File: src/rtl/pwm_pkg.sv
package pwm_pkg;
    typedef enum logic {
        TB_ARM,
        TB_RUN
    } tb_state_e;

    localparam int QUAD_DIV = 4;
endpackage

File: src/rtl/pwm_regs.sv
module pwm_regs #(
    parameter int NCH = 2,
    parameter int DW  = 8,
    parameter int AW  = 2
) (
    input  logic                    clk,
    input  logic                    rst,
    input  logic                    wr_en,
    input  logic [AW-1:0]           wr_addr,
    input  logic [DW-1:0]           wr_data,
    input  logic                    quad_in,
    input  logic                    load,
    output logic [DW-1:0]           per_sh,
    output logic [NCH-1:0][DW-1:0]  duty_sh,
    output logic                    quad_sh
);
    logic [DW-1:0]          per_q;
    logic [NCH-1:0][DW-1:0] duty_q;

    always_ff @(posedge clk) begin
        if (rst) begin
            per_q   <= DW'(1);
            per_sh  <= DW'(1);
            quad_sh <= 1'b0;
        end else begin
            if (wr_en && wr_addr == '0) per_q <= wr_data;
            if (load) begin
                per_sh  <= per_q;
                quad_sh <= quad_in;
            end
        end
    end

    for (genvar k = 0; k < NCH; k++) begin : g_duty
        always_ff @(posedge clk) begin
            if (rst) begin
                duty_q[k]  <= '0;
                duty_sh[k] <= '0;
            end else begin
                if (wr_en && wr_addr == AW'(k + 1)) duty_q[k] <= wr_data;
                if (load) duty_sh[k] <= duty_q[k];
            end
        end

        AST_SHADOW_HOLD: assert property (@(posedge clk) disable iff (rst)
            !load |=> $stable(duty_sh[k]));
    end

    AST_PERIOD_HOLD: assert property (@(posedge clk) disable iff (rst)
        !load |=> ($stable(per_sh) && $stable(quad_sh)));
endmodule

File: src/rtl/pwm_timebase.sv
module pwm_timebase
    import pwm_pkg::*;
#(
    parameter int DW = 8,
    parameter int SW = 8
) (
    input  logic          clk,
    input  logic          rst,
    input  logic          quad,
    input  logic [DW-1:0] per,
    output logic [SW-1:0] step,
    output logic          load
);
    localparam logic [SW-1:0] STEP_LAST = '1;
    localparam int            PW        = $clog2(QUAD_DIV);
    localparam logic [PW-1:0] PRE_LAST  = PW'(QUAD_DIV - 1);

    tb_state_e     state, state_nx;
    logic [PW-1:0] pre;
    logic [DW-1:0] div;
    logic [DW-1:0] per_eff;
    logic          tick, base_end, wrap, run;

    always_ff @(posedge clk) begin
        if (rst) state <= TB_ARM;
        else     state <= state_nx;
    end

    always_comb begin
        state_nx = state;
        unique case (state)
            TB_ARM: state_nx = TB_RUN;
            TB_RUN: state_nx = TB_RUN;
        endcase
    end

    always_comb begin
        run      = (state == TB_RUN);
        per_eff  = (per == '0) ? DW'(1) : per;
        tick     = !quad || (pre == PRE_LAST);
        base_end = run && tick && (div == per_eff);
        wrap     = base_end && (step == STEP_LAST);
        load     = (state == TB_ARM) || wrap;
    end

    always_ff @(posedge clk) begin
        if (rst) begin
            pre  <= '0;
            div  <= '0;
            step <= '0;
        end else if (run) begin
            pre  <= quad ? pre + 1'b1 : '0;
            div  <= base_end ? '0 : (tick ? div + 1'b1 : div);
            step <= base_end ? step + 1'b1 : step;
        end
    end

    AST_DIV_BOUND: assert property (@(posedge clk) disable iff (rst)
        div <= per_eff);
    AST_STEP_SEQ: assert property (@(posedge clk) disable iff (rst)
        (step != $past(step)) |-> (step == SW'($past(step) + 1'b1)));
    AST_WRAP_ZERO: assert property (@(posedge clk) disable iff (rst)
        (load && run) |=> (step == '0));
endmodule

File: src/rtl/pwm_chan.sv
module pwm_chan #(
    parameter int DW = 8
) (
    input  logic          clk,
    input  logic          rst,
    input  logic          en,
    input  logic          dir,
    input  logic          data,
    input  logic [DW-1:0] step,
    input  logic [DW-1:0] duty,
    output logic          pin,
    output logic          oe
);
    logic level;

    always_comb level = (step <= duty);

    always_ff @(posedge clk) begin
        if (rst) begin
            pin <= 1'b0;
            oe  <= 1'b0;
        end else if (en) begin
            pin <= level;
            oe  <= 1'b1;
        end else begin
            pin <= data;
            oe  <= dir;
        end
    end

    AST_FORCE_OE: assert property (@(posedge clk) disable iff (rst)
        en |=> oe);
    AST_FULL_HIGH: assert property (@(posedge clk) disable iff (rst)
        (en && duty == '1) |=> pin);
endmodule

File: src/rtl/dual_pwm_gen.sv
module dual_pwm_gen #(
    parameter int NCH = 2,
    parameter int DW  = 8,
    parameter int AW  = $clog2(NCH + 1)
) (
    input  logic           clk,
    input  logic           rst,
    input  logic           wr_en,
    input  logic [AW-1:0]  wr_addr,
    input  logic [DW-1:0]  wr_data,
    input  logic           clk_quad,
    input  logic [NCH-1:0] pwm_en,
    input  logic [NCH-1:0] port_dir,
    input  logic [NCH-1:0] port_data,
    output logic [NCH-1:0] pin_out,
    output logic [NCH-1:0] pin_oe
);
    logic [DW-1:0]          per_sh;
    logic [NCH-1:0][DW-1:0] duty_sh;
    logic                   quad_sh;
    logic [DW-1:0]          step;
    logic                   load;

    pwm_regs #(.NCH(NCH), .DW(DW), .AW(AW)) u_regs (
        .clk(clk), .rst(rst), .wr_en(wr_en), .wr_addr(wr_addr),
        .wr_data(wr_data), .quad_in(clk_quad), .load(load),
        .per_sh(per_sh), .duty_sh(duty_sh), .quad_sh(quad_sh)
    );

    pwm_timebase #(.DW(DW), .SW(DW)) u_tb (
        .clk(clk), .rst(rst), .quad(quad_sh), .per(per_sh),
        .step(step), .load(load)
    );

    for (genvar c = 0; c < NCH; c++) begin : g_ch
        pwm_chan #(.DW(DW)) u_ch (
            .clk(clk), .rst(rst), .en(pwm_en[c]), .dir(port_dir[c]),
            .data(port_data[c]), .step(step), .duty(duty_sh[c]),
            .pin(pin_out[c]), .oe(pin_oe[c])
        );
    end
endmodule

File: config.mk
export PLATFORM = sky130hd
export DESIGN_NAME = dual_pwm_gen
export DESIGN_NICKNAME = d
export VERILOG_FILES = /design/src/rtl/pwm_pkg.sv /design/src/rtl/pwm_regs.sv /design/src/rtl/pwm_timebase.sv /design/src/rtl/pwm_chan.sv /design/src/rtl/dual_pwm_gen.sv
export SDC_FILE = /design/constraint.sdc
export NUM_CORES = 1
export LEC_CHECK = 0
export BUFFER_PORTS_ARGS = -buffer_cell sky130_fd_sc_hd__buf_2
export CAP_MARGIN = 20
export CORE_ASPECT_RATIO = 0.7
export CORE_MARGIN = 2
export CORE_UTILIZATION = 61
export CTS_CLUSTER_DIAMETER = 100
export DETAILED_ROUTE_END_ITERATION = 10
export GPL_ROUTABILITY_DRIVEN = 0
export PLACE_DENSITY = 0.8
export SKIP_LAST_GASP = 1
export SLEW_MARGIN = 20
export SYNTH_ARGS = -nofsm -noshare
export SYNTH_HDL_FRONTEND = slang
export SYNTH_SLANG_ARGS = --single-unit
File: constraint.sdc
create_clock -name clk -period 2 [get_ports clk]
set_input_delay 0.4 -clock clk [delete_from_list [all_inputs] [get_ports clk]]
set_output_delay 0.4 -clock clk [all_outputs]
set_load 0.01 [all_outputs]
Word level (Yosys, flattened, before mapping) --
Index checks and enable logic that the tools add are counted.
Cells by class: add/sub/neg operators 3, $lt $le $gt $ge 2, equal/unequal tests 5, muxes and demuxes 9, bitwise gates (word level) 1, reductions and logical operators 14
Operators by type and width (count):
- two-way mux 8 bit | 3
- adder 8 x 1 -> 8 bit, second input constant | 2
- less-or-equal comparator 8 bit | 2
- equality test 8 bit | 1
- equality test 8 bit, second input constant | 1
- zero test 8 bit | 1
- logical AND 1 bit | 6
- two-way mux 1 bit | 5
- equality test 2 bit, second input constant | 2
- AND reduction 2 bit | 2
- adder 2 x 1 -> 2 bit, second input constant | 1
- equality test 2 x 1 -> 1 bit, second input constant | 1
- zero test 2 bit | 1
- logical OR 1 bit | 2
- two-way mux 2 bit | 1
- nonzero test 2 bit | 1
- zero test 1 bit | 1
- NOT 1 bit | 1
Storage, ports and cells: register bits 72, bits of input ports 20, output and inout port bits 4, logic and storage cells 49

Longest topological paths before layout --
Gate-level depths: netlist of run 1.
depth after elaboration 6, mapped depth 8, depth with buffers taken out 7

Modules after synthesis --
Synthesis of run 1 repeated with hierarchy kept, for this count alone.
Second synthesis, totals: cell total of the unflattened synthesis 357, area total of the unflattened synthesis 3458.3 sq um
By module, submodules not included:
- pwm_regs | times used 1, cells each 171, area each 1910.6 sq um, sequential area each 980.9 sq um
- pwm_timebase | times used 1, cells each 118, area each 1024.7 sq um, sequential area each 380.4 sq um
- pwm_chan | times used 2, cells each 34, area each 261.5 sq um, sequential area each 40.0 sq um

Worst setup path after synthesis of run 1 --
No wires, ideal clock.
kind reg2reg, start point reg u_tb.div[2], end point reg u_tb.step[5], library setup time 0.123 ns, data arrival time 1.661 ns, required time 1.877 ns, path slack 0.215 ns, cell stages (with the launch flop) 8, path buffers 2, period minus slack after synthesis 1.785 ns, cell sequence dfxtp_1 buf_6 xor2_1 nor3_2 nand4_1 buf_2 nor4b_2 mux2_1
On the way: cells in the longest elaborated chain, start to end 3
Ends and longest elaborated chain:
- start, declared | line pwm_timebase.sv:20 | logic [DW-1:0] div;
- start signal, assigned | line pwm_timebase.sv:53 | div <= base_end ? '0 : (tick ? div + 1'b1 : div);
- equality test 8 bit | line pwm_timebase.sv:41 | base_end = run && tick && (div == per_eff);
- logical AND 1 bit | line pwm_timebase.sv:41
- AND reduction 2 bit (no line)
- end signal, assigned | line pwm_timebase.sv:54 | step <= base_end ? step + 1'b1 : step;
- end, declared | line pwm_timebase.sv:11 | output logic [SW-1:0] step,
No other way between the ends. A chain may end at the register's enable or synchronous reset.

Worst setup path after layout of run 1 --
start point reg u_regs.per_sh[3], end point reg u_regs.duty_sh[2] in the netlist's numbering
On the way: cells in the longest elaborated chain, start to end 6
Ends and longest elaborated chain:
- start, declared | line pwm_regs.sv:13 | output logic [DW-1:0] per_sh,
- start signal, assigned | line pwm_regs.sv:28 | per_sh <= per_q;
- zero test 8 bit | line pwm_timebase.sv:39 | per_eff = (per == '0) ? DW'(1) : per;
- two-way mux 8 bit * | line pwm_timebase.sv:39
- equality test 8 bit * | line pwm_timebase.sv:41
- logical AND 1 bit * | line pwm_timebase.sv:41
- logical AND 1 bit * | line pwm_timebase.sv:42 | wrap = base_end && (step == STEP_LAST);
- logical OR 1 bit * | line pwm_timebase.sv:43 | load = (state == TB_ARM) || wrap;
- end signal, assigned by index | line pwm_regs.sv:41 | if (load) duty_sh[k] <= duty_q[k];
- end, declared | line pwm_regs.sv:14 | output logic [NCH-1:0][DW-1:0] duty_sh,
Every way passes the cells marked *; elsewhere a longest branch is shown, timed or not.

==> results of run 1 <==
per-stage QoR:
step | power [mW] | utilization (%) | hold WS [ns] | instances | instance area (um2)
after floorplan | 1.850 | - | 0.4500 | 502 | 4140
after global placement | 1.978 | 65.30 | 0.4614 | 589 | 4350
after detailed placement | 1.994 | 65.30 | 0.4726 | 589 | 4350
after CTS | 3.107 | 68.34 | 0.2447 | 607 | 4553
after global routing | 3.239 | 69.00 | 0.2422 | 609 | 4597
final | 3.115 | 69.00 | 0.2481 | 609 | 4597
layer usage:
metal / part of all wire (%) / vias to the layer above
met1: 47 / 1780
met2: 47 / 98
met5: 0 / -
met4: 1.6 / 0
met3: 4.7 / 16
li1: - / 1807
critical path, cell delays in order (launching register included):
cell and delay, ns:
dfxtp_1 0.35, nor4_4 0.35, a21oi_4 0.14, xnor2_4 0.35, nor2_2 0.10, buf_12 0.18, o311ai_1 0.31
repair_timing:
action | in CTS | in global routing
pin swaps | 1 | 3
gates resized for setup | 0 | 5
endpoints found under the setup margin | 1 | 28
buffers inserted | 2 | 2
hold buffers | 0 | 0
state kept, by name, summed over array words and instances (netlist names):
signal,count
u_tb.pre,2
g_ch.u_ch.oe,2
g_ch.u_ch.pin,2
u_tb.run,1
u_tb.step,8
u_regs.per_sh,8
u_regs.per_q,8
u_regs.duty_sh,16
u_regs.duty_q,16
u_regs.quad_sh,1
u_tb.div,8
path summary, 6_finish.rpt:
kind,depth (start not counted),slack (ns),to
min reg2reg,2,0.48,u_tb.pre[1]
min,3,0.25,g_ch[0].u_ch.oe
max reg2reg,6,0.1,u_regs.duty_sh[2]
max,6,0.1,u_regs.duty_sh[2]
power groups by stage:
stage / Combinational [mW] / Sequential [mW] / Clock (mW)
final: 0.471 / 1.52 / 1.12
after global routing: 0.516 / 1.53 / 1.20
after CTS: 0.451 / 1.52 / 1.14
after detailed placement: 0.442 / 1.55 / 0
after global placement: 0.428 / 1.55 / 0
after floorplan: 0.310 / 1.54 / 0
cell type report:
class	count	area, um2
Multi-Input combinational cell	368	2460
Fill cell	538	2066
Sequential cell	72	1445
Timing Repair Buffer	42	322.8
Clock buffer	10	127.6
Tap cell	94	117.6
Inverter	17	63.81
Clock inverter	6	60.06
layout by cell type, fill, tap and decap left out, types with 3 or more instances in the layout:
master    netlist  routed
buf_2           7      22
o311ai_1       24      24
nor2b_1         5       5
nand4_1         7       7
nor3b_1        50      50
inv_1          17      17
nor3_1          8       8
nand3_1        34      34
xor2_1         10      10
dfxtp_1        72      69
buf_12          0       5
nor2_1         68      67
dfxtp_2         0       3
nand2_1        36      36
o21ai_0         6       6
buf_4           5      15
ha_1           19      19
mux2i_1        24      24
clkinv_2        0       3
o211ai_1        3       3
a21oi_1        31      31
clkbuf_8        0       9
and3_1          3       3
logic make-up after synthesis:
logic type,after synthesis,synth area share (%)
buf+inv,62,6.467
xor+xnor,14,3.596
flops,72,34.81
fa+ha+maj,19,5.742
compound gates,82,13.78
simple gates,225,28.71
mux,28,6.890
==> impl_metrics.json, run 1 <==
{
  "status": "complete, no violations",
  "clockPowerShare_pct": 36.1,
  "syn_area_mm2": 0.004140,
  "io_buffers": 23,
  "arrival_ns": 2.15,
  "vias_per_cell": 6.077,
  "hold_start": "port_dir[0]",
  "synth.most_common_cell": "dfxtp_1",
  "synth_top_area_share_pct": 34.81,
  "ys_warn_count": 0,
  "synth-edff-count": 0,
  "cts_tree": "built",
  "vdd_drop_max_mv": 0.5151,
  "synth_nets": 541,
  "skew_ns": 0.006068,
  "clk_path_buf_depth": 2,
  "p_int_mw": 2.236,
  "grt_max_degree": 52,
  "use_met2_pct": 44.01,
  "synth_common_cells": "72 x dfxtp_1, 68 x nor2_1, 50 x nor3b_1",
  "rsz0062_at_grt": "true",
  "setup_viol": 0,
  "grt_pass1_vias": 3383,
  "die_area_mm2": 0.007473,
  "cp_data_required_time_ns": 2.24,
  "clk_latency_ns": 0.35,
  "power.net_switching_mw": 0.8792,
  "ys_seq_area_share_pct": 34.81,
  "worst_pin_slew_ns": 0.5781,
  "core_area_mm2": 0.006663,
  "nets": 549,
  "io_pins": 24,
  "min_path_type": "primary input to register",
  "fmax_mhz": 526.2,
  "async_reset_ff_share_pct": 0,
  "synthToLayoutAreaGrowth_pct": 11.03,
  "relSlewSlack_pct": 61.34,
  "wl_per_cell_um": 15.78,
  "endpoint_kind": "register",
  "worstPathMaxFanout": 30,
  "yosysUniqueCellTypes": 49,
  "grt-ovfl-total": 0,
  "yosysTopAreaCell": "dfxtp_1",
  "tns_ns": 0,
  "crit_type": "register to register",
  "n_antenna_cell": 0,
  "busiest_layer": "met2",
  "grt_pass1_wl_mm": 16.05,
  "die_width_um": 102.5,
  "powerDensity_mw_per_mm2": 677.7,
  "ys_ff_latch": 72,
  "path_clk_slew_ns": 0.07,
  "start_kind": "register",
  "drc": 0,
  "synth.avg_cell_area_um2": 8.247,
  "slew_viol_final": 0,
  "fin_crit_ns": 1.900,
  "num_vias": 3701,
  "cts_sinks": 72,
  "swShare_pct": 28.22,
  "drive_above_1_share_pct": 13.98,
  "firstDrtPassIters": 5,
  "crit_start": "u_regs.per_sh[3]",
  "hold_viol": 0,
  "wl_mm": 9.613,
  "yosys_most_used_dff": "dfxtp_1",
  "setup_ws_ns": 0.09967,
  "htreeDepth": 3,
  "final_antenna_net_count": 0,
  "p_seq_share_pct": 48.8,
  "syn_inst": 502,
  "p_leak_nw": 1.776,
  "numCtsBuffers": 9,
  "maxCapViolations": 0,
  "dp_hpwl_mm": 6.368,
  "die_h_um": 72.93,
  "initial_core_util_pct": 62.14,
  "grtUsageMet1_pct": 36.93,
  "finalCritPeriodShare_pct": 95.02,
  "rows": 25,
  "cts-root-buf": "clkbuf_8",
  "grt_use_total_pct": 27.53,
  "antenna_found_initial": 0,
  "drtIter0Drc": 310,
  "synthTopCellsByArea": "dfxtp_1 35%, nor3b_1 9.1%, nor2_1 6.2%, mux2i_1 5.8%, ha_1 5.7%",
  "r2r-start": "u_regs.per_sh[3]",
  "use_met3_pct": 7.567,
  "pwr-share-comb_pct": 15.1,
  "dp_slack_ns": 0.05163
}
(Power assumes the default switching activity.)
==> inputs of run 2 (changes only) <==
--- a/config.mk
+++ b/config.mk
@@ -8,12 +8,13 @@
 export BUFFER_PORTS_ARGS = -buffer_cell sky130_fd_sc_hd__buf_2
 export CAP_MARGIN = 20
 export CORE_ASPECT_RATIO = 0.7
-export CORE_MARGIN = 2
+export CORE_MARGIN = 10
 export CORE_UTILIZATION = 61
 export CTS_CLUSTER_DIAMETER = 100
 export DETAILED_ROUTE_END_ITERATION = 10
 export GPL_ROUTABILITY_DRIVEN = 0
 export PLACE_DENSITY = 0.8
+export SETUP_SLACK_MARGIN = 0.15
 export SKIP_LAST_GASP = 1
 export SLEW_MARGIN = 20
 export SYNTH_ARGS = -nofsm -noshare
==> run 2 against run 1 <==
- clock skew increased by 0.0019 ns
- via count increased by 0.95%
- register-to-register slack improved by 0.09 ns
- clock power increased by 15%
- largest power group unchanged
==> impl_metrics.json, run 2 (same netlist as run 1, synthesis figures left out) <==
{
  "powerDensity_mw_per_mm2": 703.1,
  "fin_crit_ns": 1.808,
  "p_seq_share_pct": 46.3,
  "setup_viol": 0,
  "fin_hold_ws_ns": 0.2443,
  "n_antenna_cell": 0,
  "die_width_um": 118.5,
  "wl_per_cell_um": 17.12,
  "most-common-layout-cells": "67 x nor2_1, 66 x dfxtp_1, 50 x nor3b_1",
  "initial_core_util_pct": 62.14,
  "wl_mm": 10.39,
  "clk_path_buf_depth": 2,
  "pwr-share-comb_pct": 14.5,
  "io_pins": 24,
  "crit_family": "simple AND/OR/NAND/NOR gates",
  "fillCellCount": 553,
  "crit_slowest_cell": "or4_1",
  "antenna_found_initial": 0,
  "grt_use_total_pct": 19.86,
  "maxCapViolations": 0,
  "drc": 0,
  "power.net_switching_mw": 0.8919,
  "power.total_mw": 3.286,
  "start_kind": "register",
  "vdd_drop_max_mv": 0.4461,
  "grt_max_degree": 56,
  "die_h_um": 88.93,
  "crit_type": "register to register",
  "fin_cells": 607,
  "clockPowerShare_pct": 39.2,
  "core_area_mm2": 0.006663,
  "num_vias": 3736,
  "vias_per_cell": 6.155,
  "cts_tree": "built",
  "cts-root-buf": "clkbuf_8",
  "clk_latency_ns": 0.35,
  "crit_chain": "nor4_4, a21oi_4, xnor2_2, or4_1, a21oi_1",
  "path_clk_slew_ns": 0.07,
  "grt-ovfl-total": 0,
  "final_antenna_net_count": 0,
  "slew_viol_final": 0,
  "grt_pass1_vias": 3607,
  "grt_pass1_wl_mm": 17.18,
  "status": "complete, no violations",
  "mostFrequentLayoutCell": "nor2_1",
  "relSlewSlack_pct": 62.06,
  "setup_ws_ns": 0.1920,
  "firstDrtPassIters": 7,
  "drtIter0Drc": 343,
  "worstPathMaxFanout": 6,
  "dp.cells": 589,
  "tns_ns": 0,
  "cp_data_required_time_ns": 2.28,
  "nets": 547,
  "cpPeakStageDelay_ns": 0.53,
  "p_int_mw": 2.394,
  "crit_buf_inv": 0,
  "synthToLayoutAreaGrowth_pct": 12.87,
  "min_path_type": "primary input to register",
  "dp_hpwl_mm": 6.898,
  "numCtsBuffers": 9,
  "endpoint_kind": "register",
  "hold_viol": 0,
  "rsz0062_at_grt": "true",
  "io_buffers": 23,
  "cts_sinks": 72,
  "top_regs": "u_regs.duty_q: 16 flops, u_regs.duty_sh: 16 flops",
  "p_leak_nw": 1.793,
  "worst_pin_slew_ns": 0.5675,
  "skew_ns": 0.007957,
  "finalCritPeriodShare_pct": 90.40,
  "drive_above_1_share_pct": 16.37,
  "htreeDepth": 3,
  "fmax_mhz": 553.1,
  "die_area_mm2": 0.01054,
  "swShare_pct": 27.15,
  "arrival_ns": 2.09,
  "rows": 25,
  "dp_slack_ns": 0.06139
}
run 2: area by class of cell:
class / count / area [um2] / share of cell area, %
Clock inverter: 6 / 82.58 / 1.767
Clock buffer: 10 / 137.6 / 2.945
Inverter: 17 / 63.81 / 1.365
Sequential cell: 72 / 1449 / 31.00
Timing Repair Buffer: 39 / 295.3 / 6.319
Multi-Input combinational cell: 369 / 2527 / 54.08
Tap cell: 94 / 117.6 / 2.517
run 2: worst min-delay path, stage by stage:
cell and delay (ns):
buf_2 0.07, nor2_1 0.03, nor2_1 0.06
run 2: per-stage QoR:
step                instance area [um2]  util (%)
floorplan                          4140         -
global placement                   4337     65.09
detailed placement                 4337     65.09
CTS                                4597     69.00
global route                       4673     70.14
finish                             4673     70.14
run 2: timing repair:
item	CTS	global route
gates resized for setup	4	16
hold buffers	0	0
buffers inserted	1	0
endpoints found under the hold margin	0	0
cloned	1	0
endpoints found under the setup margin	29	29
pin swaps	5	4
run 2: worst paths after layout:
kind                    start              end  slack, ns  depth (start not counted)
max          u_regs.per_sh[3]     u_tb.step[3]       0.19                          5
min               port_dir[0]  g_ch[0].u_ch.oe       0.24                          3
max reg2reg  u_regs.per_sh[3]     u_tb.step[3]       0.19                          5
min reg2reg       u_tb.pre[1]      u_tb.pre[1]       0.48                          2
run 2: power by group through the flow:
stage | sequential (mW) | clock [mW] | combinational, mW
6_report | 1.52 | 1.29 | 0.475
5_1_grt | 1.53 | 1.37 | 0.516
4_1_cts | 1.52 | 1.30 | 0.455
3_5_place_dp | 1.55 | 0 | 0.443
3_3_place_gp | 1.55 | 0 | 0.430
2_1_floorplan | 1.54 | 0 | 0.310
run 2: layer usage:
layer / GRT usage [%] / vias up / wire, um / part of all wire (%)
met2: 34.63 / 95 / 5067 / 49
li1: - / 1804 / - / -
met5: 0 / - / 0 / 0
met4: 6.519 / 0 / 114 / 1.1
met1: 22.91 / 1820 / 4598 / 44
met3: 6.498 / 17 / 614 / 5.9
